--- src/rtl/pbs_pkg.sv ---
package pbs_pkg;

  // Low two address bits of a burst beat.
  // il=0: count added to the base (wraps inside the group of four).
  // il=1: count XORed into the base.
  function automatic logic [1:0] burst_low(input logic [1:0] base_lo,
                                           input logic [1:0] beat,
                                           input logic       il);
    return il ? (base_lo ^ beat) : (base_lo + beat);
  endfunction

endpackage

--- src/rtl/pbs_burst_gen.sv ---
module pbs_burst_gen #(
  parameter int AW = 6
) (
  input  logic          clk,
  input  logic          rst_n,
  input  logic          start,
  input  logic          sel_ok,
  input  logic          step,
  input  logic          il,
  input  logic [AW-1:0] addr,
  output logic          active,
  output logic [1:0]    cnt,
  output logic [AW-1:0] base,
  output logic [AW-1:0] cur_addr
);
  import pbs_pkg::*;

  logic [1:0] cnt_nx;

  assign cnt_nx   = cnt + {1'b0, step};
  assign cur_addr = start ? addr
                          : {base[AW-1:2], burst_low(base[1:0], cnt_nx, il)};

  always_ff @(posedge clk) begin
    if (!rst_n) begin
      active <= 1'b0;
      cnt    <= '0;
      base   <= '0;
    end else if (start) begin
      active <= sel_ok;
      base   <= addr;
      cnt    <= '0;
    end else if (active) begin
      cnt    <= cnt_nx;
    end
  end

endmodule

--- src/rtl/pbs_lane_dec.sv ---
module pbs_lane_dec #(
  parameter int NLANE = 4
) (
  input  logic             wall_n,
  input  logic             wen_n,
  input  logic [NLANE-1:0] sel_n,
  input  logic             block,
  output logic [NLANE-1:0] lanes
);
  for (genvar g = 0; g < NLANE; g++) begin : g_lane
    assign lanes[g] = !block && (!wall_n || (!wen_n && !sel_n[g]));
  end
endmodule

--- src/rtl/pbs_store.sv ---
module pbs_store #(
  parameter int AW     = 6,
  parameter int NLANE  = 4,
  parameter int LANE_W = 9
) (
  input  logic                    clk,
  input  logic                    rst_n,
  input  logic                    s1_valid,
  input  logic                    s1_wr,
  input  logic [NLANE-1:0]        s1_lanes,
  input  logic [AW-1:0]           s1_addr,
  input  logic [NLANE*LANE_W-1:0] s1_data,
  output logic [NLANE*LANE_W-1:0] rd_q,
  output logic                    rd_vld
);
  localparam int DEPTH = 1 << AW;

  for (genvar g = 0; g < NLANE; g++) begin : g_bank
    logic [LANE_W-1:0] bank [DEPTH];

    always_ff @(posedge clk) begin
      if (!rst_n) begin
        for (int i = 0; i < DEPTH; i++) bank[i] <= '0;
        rd_q[g*LANE_W +: LANE_W] <= '0;
      end else if (s1_valid) begin
        if (s1_wr && s1_lanes[g])
          bank[s1_addr] <= s1_data[g*LANE_W +: LANE_W];
        if (!s1_wr)
          rd_q[g*LANE_W +: LANE_W] <= bank[s1_addr];
      end
    end
  end

  always_ff @(posedge clk) begin
    if (!rst_n) rd_vld <= 1'b0;
    else        rd_vld <= s1_valid && !s1_wr;
  end

endmodule

--- src/rtl/pipe_burst_sram.sv ---
module pipe_burst_sram #(
  parameter int AW     = 6,
  parameter int NLANE  = 4,
  parameter int LANE_W = 9,
  localparam int DW    = NLANE * LANE_W
) (
  input  logic             clk,
  input  logic             rst_n,
  input  logic [AW-1:0]    addr,
  input  logic             pstart_n,
  input  logic             cstart_n,
  input  logic             step_n,
  input  logic             order_il,
  input  logic             wall_n,
  input  logic             wlane_en_n,
  input  logic [NLANE-1:0] lane_sel_n,
  input  logic             sel1_n,
  input  logic             sel2,
  input  logic             sel3_n,
  input  logic             oe_n,
  input  logic [DW-1:0]    din,
  output logic [DW-1:0]    dout,
  output logic             dq_drive
);

  // named events
  logic sel_ok, p_start, c_start, start_evt, desel_evt, cont_evt;
  logic acc_valid, acc_wr;
  logic burst_active;
  logic [1:0]    burst_cnt;
  logic [AW-1:0] burst_base, cur_addr;
  logic [NLANE-1:0] acc_lanes;

  assign sel_ok    = !sel1_n && sel2 && !sel3_n;
  assign p_start   = !pstart_n && !sel1_n;
  assign c_start   = !cstart_n;
  assign start_evt = p_start || c_start;
  assign desel_evt = start_evt && !sel_ok;
  assign cont_evt  = !start_evt && burst_active;
  assign acc_valid = (start_evt && sel_ok) || cont_evt;
  assign acc_wr    = acc_valid && (|acc_lanes);

  pbs_burst_gen #(.AW(AW)) burst_i (
    .clk      (clk),
    .rst_n    (rst_n),
    .start    (start_evt),
    .sel_ok   (sel_ok),
    .step     (!step_n),
    .il       (order_il),
    .addr     (addr),
    .active   (burst_active),
    .cnt      (burst_cnt),
    .base     (burst_base),
    .cur_addr (cur_addr)
  );

  pbs_lane_dec #(.NLANE(NLANE)) lane_i (
    .wall_n (wall_n),
    .wen_n  (wlane_en_n),
    .sel_n  (lane_sel_n),
    .block  (p_start),
    .lanes  (acc_lanes)
  );

  // request stage
  logic             s1_valid, s1_wr;
  logic [NLANE-1:0] s1_lanes;
  logic [AW-1:0]    s1_addr;
  logic [DW-1:0]    s1_data;

  always_ff @(posedge clk) begin
    if (!rst_n) begin
      s1_valid <= 1'b0;
      s1_wr    <= 1'b0;
      s1_lanes <= '0;
      s1_addr  <= '0;
      s1_data  <= '0;
    end else begin
      s1_valid <= acc_valid;
      s1_wr    <= acc_wr;
      s1_lanes <= acc_lanes;
      s1_addr  <= cur_addr;
      s1_data  <= din;
    end
  end

  logic [DW-1:0] rd_q;
  logic          rd_vld;

  pbs_store #(.AW(AW), .NLANE(NLANE), .LANE_W(LANE_W)) store_i (
    .clk      (clk),
    .rst_n    (rst_n),
    .s1_valid (s1_valid),
    .s1_wr    (s1_wr),
    .s1_lanes (s1_lanes),
    .s1_addr  (s1_addr),
    .s1_data  (s1_data),
    .rd_q     (rd_q),
    .rd_vld   (rd_vld)
  );

  assign dq_drive = rd_vld && !oe_n;
  assign dout     = dq_drive ? rd_q : '0;

endmodule

--- config.mk ---
export PLATFORM = sky130hd
export DESIGN_NAME = pipe_burst_sram
export DESIGN_NICKNAME = d
export VERILOG_FILES = /design/src/rtl/pbs_pkg.sv /design/src/rtl/pbs_burst_gen.sv /design/src/rtl/pbs_lane_dec.sv /design/src/rtl/pbs_store.sv /design/src/rtl/pipe_burst_sram.sv
export SDC_FILE = /design/constraint.sdc
export NUM_CORES = 2
export LEC_CHECK = 0
export ABC_AREA = 0
export BUFFER_PORTS_ARGS = -buffer_cell sky130_fd_sc_hd__buf_2
export CORE_AREA = 2 2 784 474
export DETAILED_ROUTE_END_ITERATION = 10
export DIE_AREA = 0 0 786 476
export SYNTH_ARGS = -nofsm -noshare
export SYNTH_HDL_FRONTEND = slang
export SYNTH_HIERARCHICAL = 1
export SYNTH_SLANG_ARGS = --single-unit
--- constraint.sdc ---
create_clock -name clk -period 3.3 [get_ports clk]
set_input_delay 0.33 -clock clk [delete_from_list [all_inputs] [get_ports clk]]
set_output_delay 0.33 -clock clk [all_outputs]
set_load 0.02 [all_outputs]
* Word-level counts from Yosys, hierarchy flattened
Memories as Yosys holds them, arrays and structs flattened. A register that Yosys moved wholly into a read port is not among the register bits.
Cells that the tools add are included.
** Word-level totals
- Logic and storage cells :: 102
- Bits in registers :: 58
- Input port bits :: 58
- Output and inout bits :: 37
- Memories :: 4
- RAM bits :: 2304
** Cells by class
- Reductions and logical operators :: 52
- Mux-type cells :: 32
- Add/subtract/negate cells :: 2
- Bitwise logic cells :: 3
** Memories
- store_i.g_bank[0].bank :: depth 64, bits a word 9, read ports 1, clocked after Yosys merged registers in 1, write ports 64, RTL line pbs_store.sv:19 : logic [LANE_W-1:0] bank [DEPTH];
- store_i.g_bank[1].bank :: depth 64, bits a word 9, read ports 1, clocked after Yosys merged registers in 1, write ports 64, RTL line pbs_store.sv:19
- store_i.g_bank[2].bank :: depth 64, bits a word 9, read ports 1, clocked after Yosys merged registers in 1, write ports 64, RTL line pbs_store.sv:19
- store_i.g_bank[3].bank :: depth 64, bits a word 9, read ports 1, clocked after Yosys merged registers in 1, write ports 64, RTL line pbs_store.sv:19
** Operator list (count)
- 2-to-1 mux 36 bit :: 1
- 2-to-1 mux 9 bit :: 4
- OR reduction 9 bit :: 4
- 2-to-1 mux 6 bit :: 5
- 2-to-1 mux 1 bit :: 21
- logical AND 1 bit :: 20
- logical NOT 1 bit :: 19
- logical OR 1 bit :: 6
- OR reduction 4 bit :: 1
- adder 2 x 1 -> 2 bit :: 1
- adder 2 bit :: 1
- 2-to-1 mux 2 bit :: 1
- inverter 1 bit :: 2
- AND reduction 2 bit :: 1
- OR reduction 2 bit :: 1
- XOR 2 bit :: 1

* Depth between registers and ports, before layout
- Word-level depth :: 7
- Depth in mapped cells :: 11
- Mapped depth without buffers :: 7

* Hierarchy
The synthesis kept the hierarchy.
** By module, submodules not included
- pbs_store :: instances 1, seq. area each 69927.1 sq um, cells each 7816, area each 107654.5 sq um
- pipe_burst_sram :: instances 1, seq. area each 960.9 sq um, cells each 148, area each 1595.3 sq um
- pbs_burst_gen :: instances 1, seq. area each 180.2 sq um, cells each 39, area each 431.7 sq um
- pbs_lane_dec :: instances 1, seq. area each 0.0 sq um, cells each 8, area each 45.0 sq um

* Least setup slack after synthesis
OpenSTA, ideal clock, no wires.
- Path type :: flip-flop to flip-flop
- Start point :: register s1_addr[4]
- End point :: memory store_i.g_bank[0].bank[23][0], enable pin
- Library setup time :: 0.387 ns
- Buffers on the path :: 4
- Data arrival time :: 2.155 ns
- Period minus slack after synthesis :: 2.543 ns
- Cell stages (with the launch flop) :: 7
- Slack :: 0.757 ns
- Data required time :: 2.913 ns
- Cells stage by stage :: dfxtp_1 buf_2 or3b_2 buf_2 buf_2 buf_1 o21ai_0
** RTL lines
- from (decl) :: RTL line pipe_burst_sram.sv:68 : logic [AW-1:0] s1_addr;
- from (signal assigned) :: RTL line pipe_burst_sram.sv:82 : s1_addr <= cur_addr;
- to (decl) :: RTL line pbs_store.sv:19

==> results by group <==
Power
  • Peak supply drop: 526 uV
  • Leakage: 45.2 nW
  • P per Cell Area: 525 nW/um2

Die
  • Die area: 374000 um2
  • Io pins: 95
  • Die width: 786 um
  • Site row count: 173
  • Core area: 368000 um2
  • Die H: 476 um
  • Starting Density: 29.8%

Critical path
  • Worst setup SP type: flop
  • Family with the most delay on the worst path: compound AO/OA/AOI/OAI gates
  • CP max stage cell: dfxtp_4
  • CP max stage delay: 620 ps
  • WP data required: 4090 ps
  • Crit path capture type: flop
  • Crit path cell chain: buf_4 -> nor2_4 -> buf_12 -> buf_12 -> a222oi_1 -> a21oi_1 -> o21ai_0 -> o2111ai_1 -> o221a_2
  • CP Data Arrival Time: 4100 ps
  • CP max FO: 22
  • WP buf/inv: 3
  • Type of the worst setup path: flop to flop
  • Most used cell, CP: buf_12

Layout
  • P&R area growth vs syn: 16.2%
  • Share of cells above drive strength 1: 18.9%
  • Fin nets: 8500
  • Filler cells: 35200
  • Most common cell after layout, fill and taps aside: and2_1
  • Final core utilization: 34.7%
  • Design area: 127000 um2
  • Highest-count cells in the layout ignoring fill and taps: 2394 x and2_1, 2304 x edfxtp_1, 667 x buf_4

STA
  • Relative slew slack: 13.3%
  • Min Tclk post-route: 3310 ps
  • Final setup viols: 4
  • RSZ-0062 raised after global routing: no
  • Hold Vio Cnt, Final: 0
  • Worst slew pin tran: 1300 ps
  • Fmax: 302 MHz
  • Clock Skews: 68.6 ps
  • Tcrit/Tclk final: 100%
  • PnR worst setup slack: -8.95 ps
  • Setup TNS: -23.8 ps
  • Max Slew Vio Count: 0

Status
  • Outcome: finished, violations left
  • Failing checks: setup timing

Synth
  • Yosys cell types: 83
  • Synthesized area per cell: 13.7 um2
  • Post-synthesis cell count: 8011
  • Post-synthesis cell area: 110000 um2
  • EDFF count, synth: 2304
  • Mapped Nets: 8071
  • Async S/R FF share, synth: 0%
  • Post-synthesis register bit count: 2398
  • Ys Warns: 6
  • Main synth FF type: edfxtp_1
  • Seq/Total Area, Yosys: 64.8%

Placement
  • Final GP Congestion: 0.951
  • Area post-placement: 120000 um2
  • Post-DP HPWL: 280000 um
  • I/O Buffers: 94

Route
  • Vias: 75300
  • Starting DRT DRC Count: 13200
  • Drt total wl: 407000 um
  • Final ANT Viol Nets: 0
  • Via-per-instance ratio: 5.56
  • DR WL/cell: 30.1 um
  • First-pass iteration count of the detailed router: 7
  • Number of remaining DRC errors: 0

Clocking
  • CTS Buf Count: 221
  • Worst-path clk slew: 70 ps
  • CTS Sinks: 2398
  • Clock Tree Root: clkbuf_16
  • Post-CTS setup buffers: 0
  • Worst-skew pair later-pin latency: 920 ps
  • CTS H-tree lvls: 4
  • CTS max path bufs: 4
  • TritonCTS clock tree: yes

GRT
  • Global-route wire length before repair: 563000 um
  • Initial antenna violation count: 47
  • Overall routing resource usage: 21.1%
  • Pin count of the biggest net entering global routing: 133
  • Gr ovfl total: 0
  • Vias in the first global route: 70700

Worst hold path
  • Hold Crit Class: input port to flop

Flow run
  • Max Cap Violations: 0
-- state kept, by name, indices dropped and copies added, names as in the netlist, 2 cells and up --
signal / cells
burst_i/base: 6
s1_lanes: 4
s1_data: 36
store_i/rd_q: 36
s1_addr: 6
store_i/g_bank.bank: 2304
burst_i/cnt: 2
-- worst reg2reg max path: stages (launching register included) --
cell,delay [ps]
dfxtp_4,620
buf_4,300
nor2_4,110
buf_12,210
buf_12,240
a222oi_1,470
a21oi_1,110
o21ai_0,470
o2111ai_1,340
o221a_2,320
-- cell usage after synthesis (4+ instances only) --
library cell / number / share of area [%]
a2111oi_0: 7 / 0.056
a211oi_1: 20 / 0.14
a21oi_1: 145 / 0.66
a221o_1: 42 / 0.38
a221oi_1: 196 / 1.6
a222oi_1: 18 / 0.16
a22o_1: 56 / 0.45
a22oi_1: 188 / 1.3
a31oi_1: 41 / 0.23
and2_1: 2396 / 14
and3_1: 7 / 0.040
and3b_1: 4 / 0.032
and4_1: 4 / 0.032
buf_1: 64 / 0.22
buf_2: 158 / 0.72
buf_4: 53 / 0.36
buf_6: 22 / 0.23
clkbuf_1: 393 / 1.3
dfxtp_1: 94 / 1.7
edfxtp_1: 2304 / 63
mux2_2: 189 / 1.9
mux2i_1: 198 / 1.8
mux4_2: 211 / 4.3
nand2_1: 150 / 0.51
nand2b_1: 8 / 0.046
nand3_1: 12 / 0.055
nor2_1: 366 / 1.3
nor2b_1: 10 / 0.057
nor3_1: 17 / 0.078
nor3b_1: 4 / 0.027
nor4_1: 5 / 0.029
o211a_1: 6 / 0.055
o211ai_1: 9 / 0.062
o21a_1: 13 / 0.089
o21ai_0: 378 / 1.7
o221ai_1: 17 / 0.14
o22a_1: 16 / 0.13
o22ai_1: 86 / 0.49
o2bb2ai_1: 25 / 0.20
o31a_1: 5 / 0.040
-- final cells by class --
| type | count | area, um2 | share of cell area (%) |
|---|---|---|---|
| multi-input cells | 4915 | 35700 | 28.0 |
| repair buffers | 899 | 7560 | 5.93 |
| clock buffers | 295 | 6070 | 4.77 |
| well taps | 4900 | 6130 | 4.81 |
| clock inverters | 101 | 806 | 0.632 |
| inverters | 5 | 33.8 | 0.0265 |
| diodes | 19 | 47.5 | 0.0373 |
| flip-flops and latches | 2398 | 71100 | 55.8 |
-- worst paths after layout --
check	slack, ps	endpoint	cells past startpoint	start
setup reg to reg	-9	store_i/rd_q[21]	9	s1_addr[1]
setup / recovery	-9	store_i/rd_q[21]	9	s1_addr[1]
hold reg to reg	570	burst_i/cnt[1]	2	burst_i/cnt[1]
hold / removal	40	s1_lanes[2]	4	wall_n
-- stage by stage --
step | hold WS, ps | instances | setup WS (ps) | total power [mW]
after floorplan | 452 | 8011 | 757 | 38.1
after global placement | 471 | 13000 | -616 | 41.5
after detailed placement | 480 | 13000 | -204 | 41.5
after CTS | 8.63 | 13500 | 97.3 | 66.8
after global routing | 35.3 | 13500 | 0.307 | 68.3
final | 41.1 | 13500 | -8.95 | 66.9
-- where the power goes --
| part | internal (mW) | switching [mW] |
|---|---|---|
| Combinational | 2.06 | 4.30 |
| Clock | 13.7 | 11.8 |
| Sequential | 34.2 | 0.685 |
-- what timing repair did --
action,in CTS,in global routing
hold buffers,69,0
gates resized for setup,2,3
setup endpoints to repair,2,3
hold endpoints to repair,54,0
-- kinds of logic (layout without fill, tap and decap cells) --
| logic type | after synthesis | in the layout | synth area share [%] |
|---|---|---|---|
| and+or+nand+nor | 3011 | 3011 | 16.0 |
| DFF | 2398 | 2398 | 64.8 |
| AOI/OAI and AO/OA | 1301 | 1301 | 8.14 |
| buffers and inverters | 698 | 1300 | 2.92 |
| muxes | 598 | 598 | 8.08 |
| xor gates and xnor gates | 3 | 3 | 0.0365 |
| adders and majority gates | 2 | 2 | 0.0228 |
| other | 0 | 19 | 0 |
-- per-layer routing --
layer,wire [um],track usage [%],share of wire [%]
met3,72500,9.64,18
met4,11400,5.11,2.8
met5,241,0,0.059
met2,155000,27.3,38
met1,168000,31.4,41
(Power assumes the default switching activity.)
